## config.mk

```make
export PLATFORM = sky130hd
export DESIGN_NAME = byte_fetch_assembler
export DESIGN_NICKNAME = d
export VERILOG_FILES = /design/src/rtl/fas_pkg.sv /design/src/rtl/fas_sequencer.sv /design/src/rtl/fas_addr_mux.sv /design/src/rtl/fas_byte_steer.sv /design/src/rtl/byte_fetch_assembler.sv
export SDC_FILE = /design/constraint.sdc
export NUM_CORES = 1
export LEC_CHECK = 0
export BUFFER_PORTS_ARGS = -buffer_cell sky130_fd_sc_hd__buf_2
export CAP_MARGIN = 30
export CORE_UTILIZATION = 35
export CTS_CLUSTER_SIZE = 8
export DETAILED_ROUTE_END_ITERATION = 6
export PLACE_DENSITY = 0.67
export SLEW_MARGIN = 40
export SYNTH_ARGS = -nofsm -noshare
export SYNTH_HDL_FRONTEND = slang
export SYNTH_HIERARCHICAL = 1
export SYNTH_SLANG_ARGS = --single-unit
```

## constraint.sdc

```tcl
create_clock -name clk -period 2.25 [get_ports clk]
set_input_delay 0.675 -clock clk [delete_from_list [all_inputs] [get_ports clk]]
set_output_delay 0.675 -clock clk [all_outputs]
set_load 0.005 [all_outputs]
```

## src/rtl/fas_pkg.sv

```systemverilog
package fas_pkg;
  typedef enum logic [1:0] {ST_HI = 2'd0, ST_LO = 2'd1, ST_DATA = 2'd2} step_e;
  typedef enum logic [1:0] {DST_HI = 2'd0, DST_LO = 2'd1, DST_DATA = 2'd2} dst_e;

  localparam logic [1:0] OP_READ  = 2'b01;
  localparam logic [1:0] OP_WRITE = 2'b10;

  // Byte steering: phase bit dominates, otherwise address bit 0 picks the half.
  function automatic dst_e steer_dest(input logic phase, input logic a0);
    if (phase) return DST_DATA;
    return a0 ? DST_LO : DST_HI;
  endfunction

  function automatic step_e step_after(input step_e s);
    case (s)
      ST_HI:   return ST_LO;
      ST_LO:   return ST_DATA;
      default: return ST_HI;
    endcase
  endfunction
endpackage

```

## src/rtl/fas_sequencer.sv

```systemverilog
module fas_sequencer
  import fas_pkg::*;
(
  input  logic  clk,
  input  logic  rst_n,
  input  logic  run,
  output step_e step,
  output logic  phase_data
);
  always_ff @(posedge clk or negedge rst_n) begin
    if (!rst_n)   step <= ST_HI;
    else if (run) step <= step_after(step);
  end

  assign phase_data = (step == ST_DATA);

  p_order_r2: assert property (@(posedge clk) disable iff (!rst_n)
    (run && step == ST_LO) |=> step == ST_DATA);
  p_hold_r2: assert property (@(posedge clk) disable iff (!rst_n)
    !run |=> $stable(step));
endmodule

```

## src/rtl/fas_addr_mux.sv

```systemverilog
module fas_addr_mux
  import fas_pkg::*;
#(
  parameter int AW = 8,
  parameter int DW = 8
) (
  input  logic          run,
  input  logic          phase_data,
  input  logic [AW-1:0] ip,
  input  logic [AW-1:0] data_addr,
  input  logic [1:0]    data_op,
  input  logic [DW-1:0] wr_data,
  output logic [AW-1:0] mem_addr,
  output logic          mem_en,
  output logic          mem_we,
  output logic [DW-1:0] mem_wdata,
  output logic          ip_inc,
  output logic          rd_issue
);
  logic data_rd, data_wr;

  assign data_rd   = (data_op == OP_READ);
  assign data_wr   = (data_op == OP_WRITE);
  assign mem_addr  = phase_data ? data_addr : ip;
  assign mem_en    = run && (!phase_data || data_rd || data_wr);
  assign mem_we    = run && phase_data && data_wr;
  assign mem_wdata = wr_data;
  assign ip_inc    = run && !phase_data;
  assign rd_issue  = mem_en && !mem_we;
endmodule

```

## src/rtl/fas_byte_steer.sv

```systemverilog
module fas_byte_steer
  import fas_pkg::*;
#(
  parameter int DW = 8
) (
  input  logic            clk,
  input  logic            rst_n,
  input  logic            rd_issue,
  input  logic            phase_data,
  input  logic            addr_lsb,
  input  logic [DW-1:0]   mem_rdata,
  output logic [2*DW-1:0] instr,
  output logic            instr_valid,
  output logic [DW-1:0]   data_byte,
  output logic            data_valid
);
  localparam int IW = 2 * DW;

  logic pend;
  dst_e pend_dst;

  always_ff @(posedge clk or negedge rst_n) begin
    if (!rst_n) begin
      pend     <= 1'b0;
      pend_dst <= DST_HI;
    end else begin
      pend     <= rd_issue;
      pend_dst <= steer_dest(phase_data, addr_lsb);
    end
  end

  always_ff @(posedge clk or negedge rst_n) begin
    if (!rst_n) begin
      instr       <= '0;
      data_byte   <= '0;
      instr_valid <= 1'b0;
      data_valid  <= 1'b0;
    end else begin
      instr_valid <= pend && (pend_dst == DST_LO);
      data_valid  <= pend && (pend_dst == DST_DATA);
      if (pend) begin
        case (pend_dst)
          DST_HI:  instr[IW-1:DW] <= mem_rdata;
          DST_LO:  instr[DW-1:0]  <= mem_rdata;
          default: data_byte      <= mem_rdata;
        endcase
      end
    end
  end

  p_data_hold_r7: assert property (@(posedge clk) disable iff (!rst_n)
    !$stable(data_byte) |-> data_valid);
endmodule

```

## src/rtl/byte_fetch_assembler.sv

```systemverilog
module byte_fetch_assembler
  import fas_pkg::*;
#(
  parameter int AW = 8,
  parameter int DW = 8,
  localparam int IW = 2 * DW
) (
  input  logic          clk,
  input  logic          rst_n,
  input  logic          run,
  input  logic [AW-1:0] ip,
  output logic          ip_inc,
  input  logic [AW-1:0] data_addr,
  input  logic [1:0]    data_op,
  input  logic [DW-1:0] wr_data,
  output logic [AW-1:0] mem_addr,
  output logic          mem_en,
  output logic          mem_we,
  output logic [DW-1:0] mem_wdata,
  input  logic [DW-1:0] mem_rdata,
  output logic [IW-1:0] instr,
  output logic          instr_valid,
  output logic [DW-1:0] data_byte,
  output logic          data_valid
);
  step_e step;
  logic  phase_data;
  logic  rd_issue;

  fas_sequencer u_seq (
    .clk(clk), .rst_n(rst_n), .run(run), .step(step), .phase_data(phase_data)
  );

  fas_addr_mux #(.AW(AW), .DW(DW)) u_mux (
    .run(run), .phase_data(phase_data), .ip(ip), .data_addr(data_addr),
    .data_op(data_op), .wr_data(wr_data), .mem_addr(mem_addr), .mem_en(mem_en),
    .mem_we(mem_we), .mem_wdata(mem_wdata), .ip_inc(ip_inc), .rd_issue(rd_issue)
  );

  fas_byte_steer #(.DW(DW)) u_steer (
    .clk(clk), .rst_n(rst_n), .rd_issue(rd_issue), .phase_data(phase_data),
    .addr_lsb(mem_addr[0]), .mem_rdata(mem_rdata), .instr(instr),
    .instr_valid(instr_valid), .data_byte(data_byte), .data_valid(data_valid)
  );

  p_first_lo_r2: assert property (@(posedge clk) disable iff (!rst_n)
    (run && step == ST_HI) |=> step == ST_LO);
  p_ipinc_r3: assert property (@(posedge clk) disable iff (!rst_n)
    ip_inc |-> (mem_en && !mem_we));
  p_write_no_cap_r7: assert property (@(posedge clk) disable iff (!rst_n)
    (mem_en && mem_we) |=> ##1 !data_valid);
  p_lo_pulse_r6: assert property (@(posedge clk) disable iff (!rst_n)
    instr_valid |-> $past(rd_issue && !phase_data && mem_addr[0], 2));
endmodule

```

### Word-level counts from Yosys, hierarchy flattened

Index checks and enable logic that the tools add are counted.

| word-level totals | value |
|---|---|
| register bits after elaboration | 31 |
| input bits | 37 |
| output and inout port bits | 45 |
| word-level logic and storage cells | 38 |

| cells by class | value |
|---|---|
| eq/ne operators | 6 |
| muxes and demuxes | 6 |
| bitwise logic cells | 1 |
| reduce and logical (&&, ||, !) cells | 17 |

Operators by type and width:

| cell | count |
|---|---|
| two-way mux 8 bit | 1 |
| logical AND 1 bit | 7 |
| == test 2 x 1 -> 1 bit (second input constant) | 3 |
| == test 2 bit (second input constant) | 3 |
| AND reduction 2 bit | 3 |
| logical NOT 2 bit | 2 |
| two-way mux 2 bit | 2 |
| one-hot mux 2 bit (2 select lines) | 1 |
| logical NOT 1 bit | 2 |
| logical OR 1 bit | 2 |
| two-way mux 1 bit | 2 |
| OR reduction 2 bit | 1 |
| NOT 1 bit | 1 |

### Logic depth before layout (Yosys ltp)

| depth | value |
|---|---|
| depth in word-level cells | 6 |
| gate-level depth with buffers | 4 |
| gate-level depth less buffers | 3 |

### By module

Netlist, hierarchy kept.

Modules (own cells, without submodules):

| module | instances | cells each | area each (um^2) |
|---|---|---|---|
| fas_byte_steer | 1 | 59 | 1043.5 |
| fas_addr_mux | 1 | 23 | 231.5 |
| fas_sequencer | 1 | 8 | 87.6 |

### Worst setup path before layout

No wires, ideal clock.

| timing | value |
|---|---|
| path type | reg-to-output |
| from | register u_seq.step[0] |
| to | output port mem_addr[0] |
| data arrival time | 1127 ps |
| slack | 448 ps |
| cell stages (with the launch flop) | 4 |
| path through | dfrtp_1 > nor2b_1 > buf_6 > mux2_4 |

| between the ends | value |
|---|---|
| word-level cells in the longest chain between the ends | 2 |

Ends and longest elaborated chain:

| element | RTL line | RTL |
|---|---|---|
| start: declaration | fas_sequencer.sv:7 | `output step_e step,` |
| start signal: assignment | fas_sequencer.sv:12 | `else if (run) step <= step_after(step);` |
| == test 2 bit | fas_sequencer.sv:15 | `assign phase_data = (step == ST_DATA);` |
| net phase_data | byte_fetch_assembler.sv:27 | `logic phase_data;` |
| two-way mux 8 bit | fas_addr_mux.sv:24 | `assign mem_addr = phase_data ? data_addr : ip;` |
| end: declaration | byte_fetch_assembler.sv:16 | `output logic [AW-1:0] mem_addr,` |

The timed path passes the listed nets, and every way through them passes these cells.

### Final worst setup path

| timing | value |
|---|---|
| from | register u_seq.step[1] |
| to | output port mem_addr[7] |

Same word-level chain as after synthesis.

==> flow_summary.json <==
{
  "critical_path.endpoint_type": "primary output",
  "syn_to_final_growth_pct": 30.3,
  "cts_made_buffers": 5,
  "tightestPinTransition_ns": 0.660,
  "largest_net_degree_at_the_start_of_global_routing": 32,
  "timing.reg2reg.setup_slack_ns": 0.84,
  "layout.cell_area.non_filler_mm2": 0.00178,
  "design.final.nets": 191,
  "ff_latch_area_um2": 776,
  "max_cap_viols": 0,
  "vias": 942,
  "overflow": 0,
  "dr.first_iter.drc_count": 24,
  "synthesis.instances": 90,
  "num_io_pins": 82,
  "grt_antenna_before_repair": 0,
  "tritoncts_clock_tree": "built",
  "worst_ep_arrival_time_ns": 1.48,
  "cts_root_buf": "sky130_fd_sc_hd__clkbuf_8",
  "hold_violations": 0,
  "fin_hold_ws_ns": 0.426,
  "filler_cell_count": 340,
  "numPortBuffers": 65,
  "die_h_um": 64.4,
  "worstSkewPairLatency_ns": 0.28,
  "numClockSinks": 31,
  "core_area_mm2": 0.00369,
  "static-leakage-power_nw": 0.894,
  "netlist-cell-type-count": 18,
  "post-dp-hpwl_mm": 2.03,
  "synthesis.area_per_instance_um2": 15.1,
  "grt_pass1_vias": 1014,
  "drtAntennaViolNets": 0,
  "unrepaired_setup_endpoints_after_global_routing": "false",
  "place_congestion": 0.724,
  "drt-pass1-iter-count": 3,
  "antenna_cells_inserted": 0,
  "cts.clk_slew.worst_paths_ns": 0.06,
  "number_of_max_slew_violations_in_the_final_report": 0,
  "min_path_type": "in2async",
  "route.detailed.drc": 0,
  "drt-vias-per-instance": 4.66,
  "timing.critical_path.from_type": "flop",
  "clock.fmax_mhz": 465,
  "clock_tree.buffer_depth": 2,
  "initial_utilization_pct": 36.9,
  "dieWidth_um": 64.4,
  "period_needed_ns": 2.15,
  "ir_drop_mv": 0.308,
  "finalSetupViolations": 0,
  "multiInputGateArea_um2": 508,
  "final_layout_size_suffix_gt1_share_pct": 69.5,
  "cts_hold_buf": 0,
  "fin_worst_skew_ns": 0.00706,
  "ys_ff_latch": 31,
  "synth_area_mm2": 0.00136,
  "dieArea_mm2": 0.00415,
  "htree_levels": 2,
  "grt_first_pass_wirelength_mm": 4.32,
  "rows": 22,
  "synth_warnings": 6,
  "wl_final_mm": 2.62,
  "syn-num-nets": 127,
  "grt_use_total_pct": 14.4,
  "finalCritPeriodShare_pct": 95.6,
  "path_max_fanout": 14,
  "cp_data_required_time_ns": 1.57,
  "timing_worst_setup_path_type": "reg2out",
  "final_setup_tns_ns": 0,
  "pwr_density_cell_mw_per_mm2": 1120,
  "post-route-util_pct": 48.1,
  "ys_seq_area_share_pct": 56.9,
  "slew_headroom_pct": 56.0,
  "dpl_cell_area_mm2": 0.00168,
  "route.detailed.wl_per_inst_um": 13.0,
  "outcome": "completed"
}
[what timing repair did]
item                       4_1_cts  5_1_grt
buffers inserted                 0        0
setup endpoints to repair        0        1
hold endpoints to repair         0        0
resized for setup                0        1
[metal layers]
layer | share of wire, % | global-route usage [%] | vias to the layer above | wire length, um
met5 | 0 | 0 | - | 0
met4 | 2.9 | 10.0 | 0 | 75
met3 | 12 | 5.54 | 8 | 317
met2 | 49 | 25.0 | 65 | 1280
met1 | 36 | 13.8 | 439 | 946
li1 | - | - | 430 | -
[cell usage in the layout (no fill, tap or decap), types with 2 or more instances in the layout]
| cell type | instances |
|---|---|
| sky130_fd_sc_hd__a21boi_0 | 2 |
| sky130_fd_sc_hd__nand2b_1 | 3 |
| sky130_fd_sc_hd__nor2b_1 | 2 |
| sky130_fd_sc_hd__mux2_4 | 6 |
| sky130_fd_sc_hd__clkbuf_8 | 6 |
| sky130_fd_sc_hd__mux2_2 | 26 |
| sky130_fd_sc_hd__dfrtp_1 | 31 |
| sky130_fd_sc_hd__buf_2 | 65 |
| sky130_fd_sc_hd__inv_1 | 2 |
[synth_stat cells (all sizes together)]
| cell type | n | area (um^2) |
|---|---|---|
| a21boi | 2 | 15.0 |
| mux2 | 32 | 383 |
| xnor2 | 1 | 8.76 |
| mux2i | 1 | 10.0 |
| nand2b | 3 | 18.8 |
| and2b | 1 | 7.51 |
| inv | 2 | 7.51 |
| o21ai | 1 | 5.00 |
| and4b | 1 | 10.0 |
| nor2b | 2 | 12.5 |
| nor3b | 1 | 18.8 |
| dfrtp | 31 | 776 |
| nand3b | 1 | 11.3 |
| buf | 9 | 71.3 |
| nor2 | 1 | 3.75 |
| nand2 | 1 | 3.75 |
[critical path, stage by stage (launching register included)]
cell and delay (ns):
sky130_fd_sc_hd__dfrtp_1 0.36, sky130_fd_sc_hd__nor2b_1 0.18, sky130_fd_sc_hd__buf_6 0.19, sky130_fd_sc_hd__mux2_2 0.34, sky130_fd_sc_hd__buf_2 0.12
[final timing paths]
kind / start / to / cells after the start
worst min-delay path: rst_n / u_steer/instr[1] / 1
worst max register to register: u_steer/pend_dst[1] / u_steer/instr[15] / 2
worst min register to register: u_steer/instr[2] / u_steer/instr[2] / 1
min in group clk: u_steer/instr[2] / u_steer/instr[2] / 1
worst max-delay path: u_seq/step[1] / mem_addr[7] / 4
max in group asynchronous: rst_n / u_steer/instr[0] / 1
[stage by stage]
stage | worst slack [ns] | total power, mW | cells
finish | 0.0979 | 1.98 | 202
global route | 0.0131 | 2.13 | 202
CTS | 0.0635 | 2.02 | 202
detailed placement | 0.368 | 1.59 | 195
global placement | 0.398 | 1.56 | 195
floorplan | 0.448 | 1.26 | 90
[state kept, by name, summed over array words and instances (netlist names)]
signal,flops
u_seq/step,2
u_steer/data_byte,8
u_steer/pend_dst,2
u_steer/instr,16
u_steer/pend,1
u_steer/data_valid,1
u_steer/instr_valid,1
[area by class of cell]
type                            count  share of cell area [%]
Sequential cell                    31                    43.7
Clock buffer                        6                    4.65
Timing Repair Buffer               66                    19.0
Multi-Input combinational cell     48                    28.6
Inverter                            2                   0.423
Tap cell                           48                    3.38
Clock inverter                      1                   0.282
[report_power, final]
group / total, mW / switching (mW) / internal (mW)
Combinational: 0.658 / 0.250 / 0.408
Clock: 0.421 / 0.182 / 0.239
Sequential: 0.905 / 0.113 / 0.792
[logic make-up after synthesis]
| family | synth area share [%] |
|---|---|
| muxes | 28.8 |
| DFF | 56.9 |
| and+or+nand+nor | 6.34 |
| buffers and inverters | 5.79 |
| AOI/OAI and AO/OA | 1.47 |
| xor gates and xnor gates | 0.643 |
No activity file was read; power rests on OpenSTA's default activity.
